**config.mk**
```make
export PLATFORM = sky130hd
export DESIGN_NAME = xmatch_timer
export DESIGN_NICKNAME = d
export VERILOG_FILES = /design/src/rtl/xmt_pkg.sv /design/src/rtl/xmt_counter.sv /design/src/rtl/xmt_compare.sv /design/src/rtl/xmt_irq.sv /design/src/rtl/xmatch_timer.sv
export SDC_FILE = /design/constraint.sdc
export NUM_CORES = 2
export LEC_CHECK = 0
export ABC_AREA = 1
export CORE_ASPECT_RATIO = 0.9
export CORE_UTILIZATION = 30
export DETAILED_ROUTE_END_ITERATION = 7
export DONT_BUFFER_PORTS = 1
export PLACE_DENSITY = 0.56
export SETUP_SLACK_MARGIN = 0.15
export SKIP_LAST_GASP = 1
export SLEW_MARGIN = 20
export SYNTH_ARGS = -nofsm -noshare
export SYNTH_HDL_FRONTEND = slang
export SYNTH_SLANG_ARGS = --single-unit
```
**constraint.sdc**
```tcl
create_clock -name clk -period 5.8 [get_ports clk]
set_clock_uncertainty 0.15 [all_clocks]
set_input_delay 0.29 -clock clk [delete_from_list [all_inputs] [get_ports clk]]
set_output_delay 0.29 -clock clk [all_outputs]
set_load 0.02 [all_outputs]
```
**src/rtl/xmt_pkg.sv**
```systemverilog
// Package: shared constants, control-field positions and group mapping
// for the grouped match-timer channels.
// Assumes eight channels in fixed groups {4..7}, {8,9}, {10,11}; local
// index 0..7 stands for channel 4..11.
package xmt_pkg;
    localparam int XMT_NCH   = 8;
    localparam int XMT_CTRLW = 10;

    // control bit positions, fixed by software
    localparam int B_RST  = 3;   // clear counter on match
    localparam int B_PER  = 6;   // stay armed after a match
    localparam int B_OWN  = 7;   // use own counter
    localparam int B_HALT = 8;   // force stop (channels 8..11)
    localparam int B_SNAP = 9;   // snapshot partner on read (9, 11)

    typedef logic [XMT_CTRLW-1:0] xmt_ctrl_t;

    // local index of the base channel in the group of local index i
    function automatic int unsigned grp_base(input int unsigned i);
        return (i < 4) ? 0 : ((i < 6) ? 4 : 6);
    endfunction

    // true when local index i is the base channel of its group
    function automatic bit is_base(input int unsigned i);
        return grp_base(i) == i;
    endfunction
endpackage

```
**src/rtl/xmt_counter.sv**
```systemverilog
// Module: one channel counter.
// Advances by one on the pulse of the tick source picked by sel (1..NSRC),
// holds for other sel values or when run is low. A load has priority over
// a clear, and a clear over a tick. stepped marks a count produced by a tick.
module xmt_counter #(
    parameter int CNT_W = 32,
    parameter int NSRC  = 5
) (
    input  logic             clk,
    input  logic             rst_n,
    input  logic             run,
    input  logic [2:0]       sel,
    input  logic [NSRC-1:0]  tick,
    input  logic             load,
    input  logic [CNT_W-1:0] load_val,
    input  logic             clr,
    output logic [CNT_W-1:0] cnt,
    output logic             stepped
);
    logic adv;

    // pick the selected tick pulse
    always_comb begin
        adv = 1'b0;
        for (int s = 0; s < NSRC; s++)
            if (sel == 3'(s + 1) && tick[s]) adv = run;
    end

    // counter register with load > clear > tick priority
    always_ff @(posedge clk) begin
        if (!rst_n) begin
            cnt     <= '0;
            stepped <= 1'b0;
        end else if (load) begin
            cnt     <= load_val;
            stepped <= 1'b0;
        end else if (clr) begin
            cnt     <= '0;
            stepped <= 1'b0;
        end else if (adv) begin
            cnt     <= cnt + 1'b1;
            stepped <= 1'b1;
        end else begin
            stepped <= 1'b0;
        end
    end

    assert_hold_when_idle_R3: assert property (@(posedge clk) disable iff (!rst_n)
        (!load && !clr && !adv) |=> $stable(cnt));
endmodule

```
**src/rtl/xmt_compare.sv**
```systemverilog
// Module: match comparator with arming for one channel.
// A hit is the source counter stepping onto the match value while armed.
// Without periodic mode a hit disarms; arm re-arms and wins over a hit.
module xmt_compare #(
    parameter int CNT_W = 32
) (
    input  logic             clk,
    input  logic             rst_n,
    input  logic [CNT_W-1:0] match,
    input  logic [CNT_W-1:0] cnt,
    input  logic             stepped,
    input  logic             periodic,
    input  logic             arm,
    output logic             hit
);
    logic armed;

    // match detection on a freshly stepped count
    assign hit = armed && stepped && (cnt == match);

    // arm state: set on rewrite, dropped by a one-shot hit
    always_ff @(posedge clk) begin
        if (!rst_n)                armed <= 1'b0;
        else if (arm)              armed <= 1'b1;
        else if (hit && !periodic) armed <= 1'b0;
    end

    assert_oneshot_R7: assert property (@(posedge clk) disable iff (!rst_n)
        (hit && !periodic && !arm) |=> !hit);
endmodule

```
**src/rtl/xmt_irq.sv**
```systemverilog
// Module: status and enable bits with the combined interrupt.
// A hit sets its status bit when enabled. Writing 1 to a status bit clears
// it, and a same-cycle set wins. The interrupt is the OR of status.
module xmt_irq #(
    parameter int NCH = 8
) (
    input  logic           clk,
    input  logic           rst_n,
    input  logic [NCH-1:0] hit,
    input  logic           en_wr,
    input  logic [NCH-1:0] en_wdata,
    input  logic           st_wr,
    input  logic [NCH-1:0] st_wdata,
    output logic [NCH-1:0] en_q,
    output logic [NCH-1:0] status_q,
    output logic           irq
);
    logic [NCH-1:0] set_v;
    logic [NCH-1:0] clr_v;

    assign set_v = hit & en_q;
    assign clr_v = st_wr ? st_wdata : '0;
    assign irq   = |status_q;

    // enable register
    always_ff @(posedge clk) begin
        if (!rst_n)     en_q <= '0;
        else if (en_wr) en_q <= en_wdata;
    end

    // status register, set wins over clear
    always_ff @(posedge clk) begin
        if (!rst_n) status_q <= '0;
        else        status_q <= (status_q & ~clr_v) | set_v;
    end

    for (genvar k = 0; k < NCH; k++) begin : g_chk
        assert_set_needs_enable_R6: assert property (@(posedge clk) disable iff (!rst_n)
            $rose(status_q[k]) |-> $past(en_q[k] && hit[k]));
    end

    assert_irq_clears_R11: assert property (@(posedge clk) disable iff (!rst_n)
        (st_wr && ((st_wdata & status_q) == status_q) && (set_v == '0)) |=> !irq);
endmodule

```
**src/rtl/xmatch_timer.sv**
```systemverilog
// Module: grouped match-timer channels 4..11 (top).
// Decodes the register port, routes each channel to its own or its group's
// counter, compares, clears on match, snapshots partner counts and merges
// events into one interrupt. Assumes one access per cycle; read data is
// registered and valid the cycle after bus_rd.
module xmatch_timer
    import xmt_pkg::*;
#(
    parameter int CNT_W  = 32,
    parameter int ADDR_W = 8,
    parameter int NSRC   = 5
) (
    input  logic              clk,
    input  logic              rst_n,
    input  logic              bus_wr,
    input  logic              bus_rd,
    input  logic [ADDR_W-1:0] bus_addr,
    input  logic [CNT_W-1:0]  bus_wdata,
    output logic [CNT_W-1:0]  bus_rdata,
    input  logic [NSRC-1:0]   tick_src,
    output logic              irq_ext
);
    localparam int NCH     = XMT_NCH;
    localparam int A_MATCH = 'h80;
    localparam int A_COUNT = 'h40;
    localparam int A_CTRL  = 'hC0;
    localparam int A_SNAP  = 'h20;
    localparam int A_STAT  = 'h14;
    localparam int A_EN    = 'h1C;
    localparam int BIT_LO  = 4;

    logic [CNT_W-1:0] match_q [NCH];
    xmt_ctrl_t        ctrl_q  [NCH];
    logic [CNT_W-1:0] cnt_w   [NCH];
    logic [NCH-1:0]   stepped_w;
    logic [2:0]       src_idx [NCH];
    logic [NCH-1:0]   wr_match, wr_count, wr_ctrl, hit, arm, clr;
    logic [NCH-1:0]   en_q, status_q;
    logic [CNT_W-1:0] snap_q, rd_val;
    logic             snap_take;
    logic [CNT_W-1:0] snap_src;

    // address decode for per-channel writes
    always_comb begin
        for (int i = 0; i < NCH; i++) begin
            wr_match[i] = bus_wr && bus_addr == ADDR_W'(A_MATCH + 4 * i);
            wr_count[i] = bus_wr && bus_addr == ADDR_W'(A_COUNT + 4 * i);
            wr_ctrl[i]  = bus_wr && bus_addr == ADDR_W'(A_CTRL  + 4 * i);
        end
    end

    // counter each channel compares against
    always_comb begin
        for (int i = 0; i < NCH; i++)
            src_idx[i] = (ctrl_q[i][B_OWN] || is_base(i)) ? 3'(i) : 3'(grp_base(i));
    end

    // arm on match write or on a load of the source counter
    always_comb begin
        for (int i = 0; i < NCH; i++)
            arm[i] = wr_match[i] || wr_count[src_idx[i]];
    end

    // clear-on-match routed back to the counter that matched
    always_comb begin
        clr = '0;
        for (int n = 0; n < NCH; n++)
            if (hit[n] && ctrl_q[n][B_RST]) clr[src_idx[n]] = 1'b1;
    end

    for (genvar g = 0; g < NCH; g++) begin : g_ch
        localparam xmt_ctrl_t CMASK = (g < 4) ? xmt_ctrl_t'('h0FF) : xmt_ctrl_t'('h3FF);
        logic run;

        // match and control registers of this channel
        always_ff @(posedge clk) begin
            if (!rst_n) begin
                match_q[g] <= '0;
                ctrl_q[g]  <= '0;
            end else begin
                if (wr_match[g]) match_q[g] <= bus_wdata;
                if (wr_ctrl[g])  ctrl_q[g]  <= xmt_ctrl_t'(bus_wdata) & CMASK;
            end
        end

        assign run = (is_base(g) || ctrl_q[g][B_OWN]) && !ctrl_q[g][B_HALT];

        xmt_counter #(.CNT_W(CNT_W), .NSRC(NSRC)) u_cnt (
            .clk(clk), .rst_n(rst_n), .run(run), .sel(ctrl_q[g][2:0]),
            .tick(tick_src), .load(wr_count[g]), .load_val(bus_wdata),
            .clr(clr[g]), .cnt(cnt_w[g]), .stepped(stepped_w[g])
        );

        xmt_compare #(.CNT_W(CNT_W)) u_cmp (
            .clk(clk), .rst_n(rst_n), .match(match_q[g]),
            .cnt(cnt_w[src_idx[g]]), .stepped(stepped_w[src_idx[g]]),
            .periodic(ctrl_q[g][B_PER]), .arm(arm[g]), .hit(hit[g])
        );
    end

    xmt_irq #(.NCH(NCH)) u_irq (
        .clk(clk), .rst_n(rst_n), .hit(hit),
        .en_wr(bus_wr && bus_addr == ADDR_W'(A_EN)),
        .en_wdata(bus_wdata[BIT_LO +: NCH]),
        .st_wr(bus_wr && bus_addr == ADDR_W'(A_STAT)),
        .st_wdata(bus_wdata[BIT_LO +: NCH]),
        .en_q(en_q), .status_q(status_q), .irq(irq_ext)
    );

    // snapshot request: read of counter 9 or 11 with its snapshot bit
    always_comb begin
        snap_take = 1'b0;
        snap_src  = cnt_w[4];
        if (bus_rd && bus_addr == ADDR_W'(A_COUNT + 4 * 5) && ctrl_q[5][B_SNAP]) begin
            snap_take = 1'b1;
            snap_src  = cnt_w[4];
        end else if (bus_rd && bus_addr == ADDR_W'(A_COUNT + 4 * 7) && ctrl_q[7][B_SNAP]) begin
            snap_take = 1'b1;
            snap_src  = cnt_w[6];
        end
    end

    // snapshot register
    always_ff @(posedge clk) begin
        if (!rst_n)         snap_q <= '0;
        else if (snap_take) snap_q <= snap_src;
    end

    // read multiplexer; unmapped addresses give 0
    always_comb begin
        rd_val = '0;
        for (int i = 0; i < NCH; i++) begin
            if (bus_addr == ADDR_W'(A_MATCH + 4 * i)) rd_val = match_q[i];
            if (bus_addr == ADDR_W'(A_COUNT + 4 * i)) rd_val = cnt_w[i];
            if (bus_addr == ADDR_W'(A_CTRL  + 4 * i)) rd_val = CNT_W'(ctrl_q[i]);
        end
        if (bus_addr == ADDR_W'(A_SNAP)) rd_val = snap_q;
        if (bus_addr == ADDR_W'(A_STAT)) rd_val = CNT_W'({status_q, 4'b0});
        if (bus_addr == ADDR_W'(A_EN))   rd_val = CNT_W'({en_q, 4'b0});
    end

    // registered read data
    always_ff @(posedge clk) begin
        if (!rst_n)      bus_rdata <= '0;
        else if (bus_rd) bus_rdata <= rd_val;
    end

    assert_snap_only_on_read_R10: assert property (@(posedge clk) disable iff (!rst_n)
        !snap_take |=> $stable(snap_q));
endmodule

```
Word level (Yosys, flattened, before mapping) --
Memory sizes are Yosys's and may differ from the RTL's. Index checks and enable logic that the tools add are counted. W data, S select, Z words.
Word-level totals: bits in writable memories 336, memories kept 2, bits of input ports 49, logic and storage cells 563, bits in registers 352, output and inout port bits 33
Memory list:
- match_q | depth 8, width 32, read ports 8, clocked after memory_dff 0, write ports 8, RTL line xmatch_timer.sv:32 | logic [CNT_W-1:0] match_q [NCH];
- ctrl_q | depth 8, width 10, read ports 8, clocked after memory_dff 0, write ports 8, RTL line xmatch_timer.sv:33 | xmt_ctrl_t ctrl_q [NCH];
Cells by class: reductions and logical operators 161, $lt $le $gt $ge 15, $add $sub $neg 8, bitwise logic cells 31, equality and inequality tests 75, multiplexer cells 243
Operator list (number):
- $mux W32 | 71
- $bmux W32 S3 | 5
- $add A32 B1 Y32 const B | 8
- $eq A32 B32 Y1 | 8
- $mux W1 | 134
- $eq A8 B8 Y1 const B | 16
- $logic_and A1 B1 Y1 | 112
- $mux W10 | 8
- $eq A8 B7 Y1 const B | 8
- $eq A3 B2 Y1 const B | 16
- $eq A3 B3 Y1 const B | 16
- $mux W8 | 6
- $or A8 B8 Y8 | 6
- $bmux W1 S3 | 10
- $eq A3 B1 Y1 const B | 8
- $reduce_bool A3 Y1 | 8
- $reduce_or A3 Y1 | 8
- $ge A4 B4 Y1 const B | 5
- $and A8 B8 Y8 | 2
- $eq A8 B5 Y1 const B | 2
- $logic_not A1 Y1 | 16
- $or A1 B1 Y1 | 16
- $reduce_bool A2 Y1 | 8
- $demux W1 S3 | 5
- other kinds (17) | 31

Logic depth before layout (Yosys ltp) --
depth after elaboration 28, mapped depth 24

Cells and area by module --
A second synthesis with hierarchy kept.
Second synthesis, totals: cells, all modules 8177, area, all modules 49642.6 um^2
By module, submodules not included:
- xmt_counter | times used 8, sequential area each 660.6 um^2, cells each 490, area each 2686.3 um^2
- xmatch_timer | times used 1, sequential area each 11130.7 um^2, cells each 2615, area each 20811.2 um^2
- xmt_compare | times used 8, sequential area each 20.0 um^2, cells each 195, area each 843.3 um^2
- xmt_irq | times used 1, sequential area each 320.3 um^2, cells each 82, area each 594.3 um^2

Worst setup path before layout --
Ideal clock, no wire load.
kind in2reg, from input port bus_addr[1], to memory match_q[5][0] (netlist: match_q[1][32]), enable pin, slack 1.563 ns, stages on the path 7, buffers on the path 2, arrival time 3.622 ns, setup time 0.466 ns, cells stage by stage nor2_1 > nand3_1 > clkbuf_1 > nor2_1 > inv_1 > clkbuf_1 > o21ai_0
RTL lines:
- start: declaration | RTL line xmatch_timer.sv:17 | input logic [ADDR_W-1:0] bus_addr,
- end: declaration | RTL line xmatch_timer.sv:32

==> run metrics <==
Clock Tree Buf Depth=3; async set-reset flop share out of synthesis=0%; antenna violations before repair=47; largest cells by area after synthesis=edfxtp_1 22%, dfxtp_1 16%, nand2_1 12%; worst r2r dst=g_ch[0].u_cnt.cnt[5]$_SDFFE_PN0P_; flop2flop setup slack=0.28 ns; cells resized by post-CTS repair=0; CTS tree=yes; area grow syn2layout=14.0%; worst r2r path cells=19; first-pass GRT wire length=357,000 um; gpl congestion=1.11; number of CTS-inserted buffers=87; post-placement cell area=0.0462 mm2; post-synth cell types=72; H-Tree Depth=3; Post-Synth Simple-Gate Area=31.1%; Finished Cell Area=0.0502 mm2; Layout fillers=15,700; DIE AREA=0.148 mm2; Avg Inst Size Synth=6.94 um2; post-DR wirelength/cell=31.5 um; First-pass DRT Iterations=8; Critical Path Start Type=register; vias after detailed routing=50,200; pin count of the biggest net entering global routing=214; post-synthesis mux area share=0.0227%; Slew Limit Fails=0; grt met3 use=15.0%; Worst Hold Launch=rst_n; Post-synth EDFFs=328; Lkg Pwr=18.7 nW; #FFs+latches synth=680; GR Overflow Total=0; layout net count=6,370; CP Max Fanout=32; number of vias per cell=5.98; Fin. Hold Viols=0; Main synth FF type=dfxtp_1; commonest non-fill, non-tap cell in the layout=nand2_1; Worst VDD drop=0.190 mV; status=complete, but fails checks; main combinational cell family by area after synthesis=simple AND/OR/NAND/NOR gates; Rows=133; Max Clock Freq=0.181 GHz; Syn Nets=6,402; TritonCTS Sinks=680; I/O pins=82; Seq/Total Area, Yosys=38.3%; CTS root buf=clkbuf_16; critical path type=register to register; Post-Synth XOR/XNOR Area=4.31%; Req. time, crit path=6.26 ns; actual slew at the worst max-slew pin=1.39 ns; Mapped Cells=6,345; top-area cell type share of the netlist area=22.4%; RR Startpoint=ctrl_q[0][37]$_SDFFCE_PN0P_; DR DRC count=48; Post-Route WL=264,000 um; Final ANT Viol Nets=0; Arrival @ worst endpoint=5.98 ns; PwrDens=261 mW/mm2; setup TNS=0 ns; WHS Path Cells=3; max cap viols=0; compound-cell area share of the yosys netlist=16.7%; most frequent cells in the layout=1,369 x nand2_1, 857 x nor2_1, 668 x inv_1; Ys Warns=0; GRT Total Usage=34.4%; port bufs=0; Worst-path clk slew=0.06 ns; Mapped Area=0.0441 mm2; RSZ-0062 raised after global routing=no; violated checks=DRC; Rel. slew slack=6.94%; die height=366 um; post-DP HPWL=190,000 um; initial core utilization=30.2%; fraction of layout instances using a drive strength above 1=7.38%; fin crit share=95.2%; Worst Setup SP=ctrl_q[0][37]$_SDFFCE_PN0P_; Core Footprint=0.146 mm2; adder-cell area share of the yosys netlist=0.227%; Worst Hold End=g_ch[0].u_cnt.cnt[0]$_SDFFE_PN0P_; endpoints failing setup=0; Synth area leader=edfxtp_1; worst hold path class=primary input to register; DIE WIDTH=406 um; GR Util met1=47.8%; number of global-route vias before repair=43,500; gr busiest metal=met1; DRT iter0 DRCs=9,267; clock insertion delay at the later pin of the skew report=0.75 ns; minimum clock period=5.52 ns; met2 Usage GRT=44.3%; Critical Path End Type=register
## area by class of cell
cell class | instances | area, um2 | share of cell area, %
Timing Repair Buffer | 217 | 1950 | 3.89
Sequential cell | 680 | 16900 | 33.6
Inverter | 713 | 2680 | 5.34
Antenna cell | 48 | 120 | 0.239
Clock inverter | 37 | 487 | 0.969
Multi-Input combinational cell | 4614 | 23100 | 46.1
Clock buffer | 125 | 2490 | 4.96
Tap cell | 1957 | 2450 | 4.87
## metrics by stage
| stage | util, % | setup slack, ns | power, mW | hold WS, ns | std cells |
|---|---|---|---|---|---|
| after floorplan | - | 1.56 | 6.36 | 0.280 | 6345 |
| after global placement | 31.7 | 0.630 | 7.05 | 0.292 | 8106 |
| after detailed placement | 31.7 | 0.754 | 7.04 | 0.298 | 8107 |
| after CTS | 34.3 | 0.717 | 13.0 | 0.00134 | 8340 |
| after global routing | 34.4 | 0.309 | 13.3 | 0.0208 | 8359 |
| final | 34.4 | 0.279 | 13.1 | 0.0289 | 8391 |
## report_power, final
group,leakage [nW],internal [mW],switching (mW)
Clock,1.45,3.37,2.48
Sequential,5.97,5.24,0.333
Combinational,11.2,0.407,1.27
Total,18.7,9.02,4.08
## routing by layer
metal  part of all wire (%)  wire, um  up-vias
met4                    5.5     14400       34
li1                       -         -    21500
met3                     16     42000      675
met1                     41    109000    24000
met2                     37     98000     4032
met5                   0.19       503        -
## cells by family after synthesis
family	Yosys count
AOI/OAI and AO/OA	1257
and+or+nand+nor	3131
adders and majority gates	8
muxes	1
DFF	680
xor gates and xnor gates	217
buffers and inverters	1051
## worst max-delay path, cell delays in order, from the launching register on
cell,delay (ns)
edfxtp_1,0.45
buf_4,0.43
buf_4,0.43
nand2_1,0.25
o21ai_0,0.34
nor2_1,0.16
nor4_1,0.39
nand4_1,0.17
nor2_1,0.14
nand2_1,0.12
inv_1,0.38
nand3_1,0.40
o21ai_1,0.19
nor2_1,0.10
nand3_2,0.51
inv_1,0.34
nand2_1,0.13
o211ai_1,0.10
nand2_1,0.09
inv_1,0.06
## state kept, by name (all words and copies together) (netlist names)
register	flops
g_ch.u_cnt.cnt	256
match_q	256
ctrl_q	72
bus_rdata	32
snap_q	32
g_ch.u_cmp.armed	8
g_ch.u_cnt.stepped	8
u_irq.en_q	8
u_irq.status_q	8
## how the worst max path moves through the flow
stage	endpoint	slack (ns)	depth (start not counted)
5_1_grt	g_ch[3].u_cnt.cnt[22]$_SDFFE_PN0P_	0.31	18
3_3_place_gp	g_ch[3].u_cnt.cnt[24]$_SDFFE_PN0P_	0.63	17
2_1_floorplan	match_q[1][32]$_SDFFCE_PN0P_	1.56	7
3_5_place_dp	g_ch[4].u_cnt.cnt[5]$_SDFFE_PN0P_	0.75	15
6_report	g_ch[0].u_cnt.cnt[5]$_SDFFE_PN0P_	0.28	19
4_1_cts	g_ch[4].u_cnt.cnt[5]$_SDFFE_PN0P_	0.72	15
## synthesized netlist by cell type, drive strengths merged, types with 8 or more instances
cell        n
xor2      181
inv       693
o21ai     518
or2        80
dfxtp     352
nand3b     22
o221ai     13
nand2    1385
ha          8
o211ai     91
edfxtp    328
nor2      891
a21oi     286
o2111ai    24
o22ai     111
a211oi     72
nand3     241
a2111oi    11
buf       108
a221oi     31
clkinv     20
a31oi      69
nor3      169
xnor2      36
nor3b      13
nand4     206
clkbuf    230
nor4      104
## timing repair
action                                 CTS  global route
endpoints found under the hold margin  512            27
buffers inserted                         0             0
hold buffers                            71             3
No activity file was read; power rests on OpenSTA's default activity.
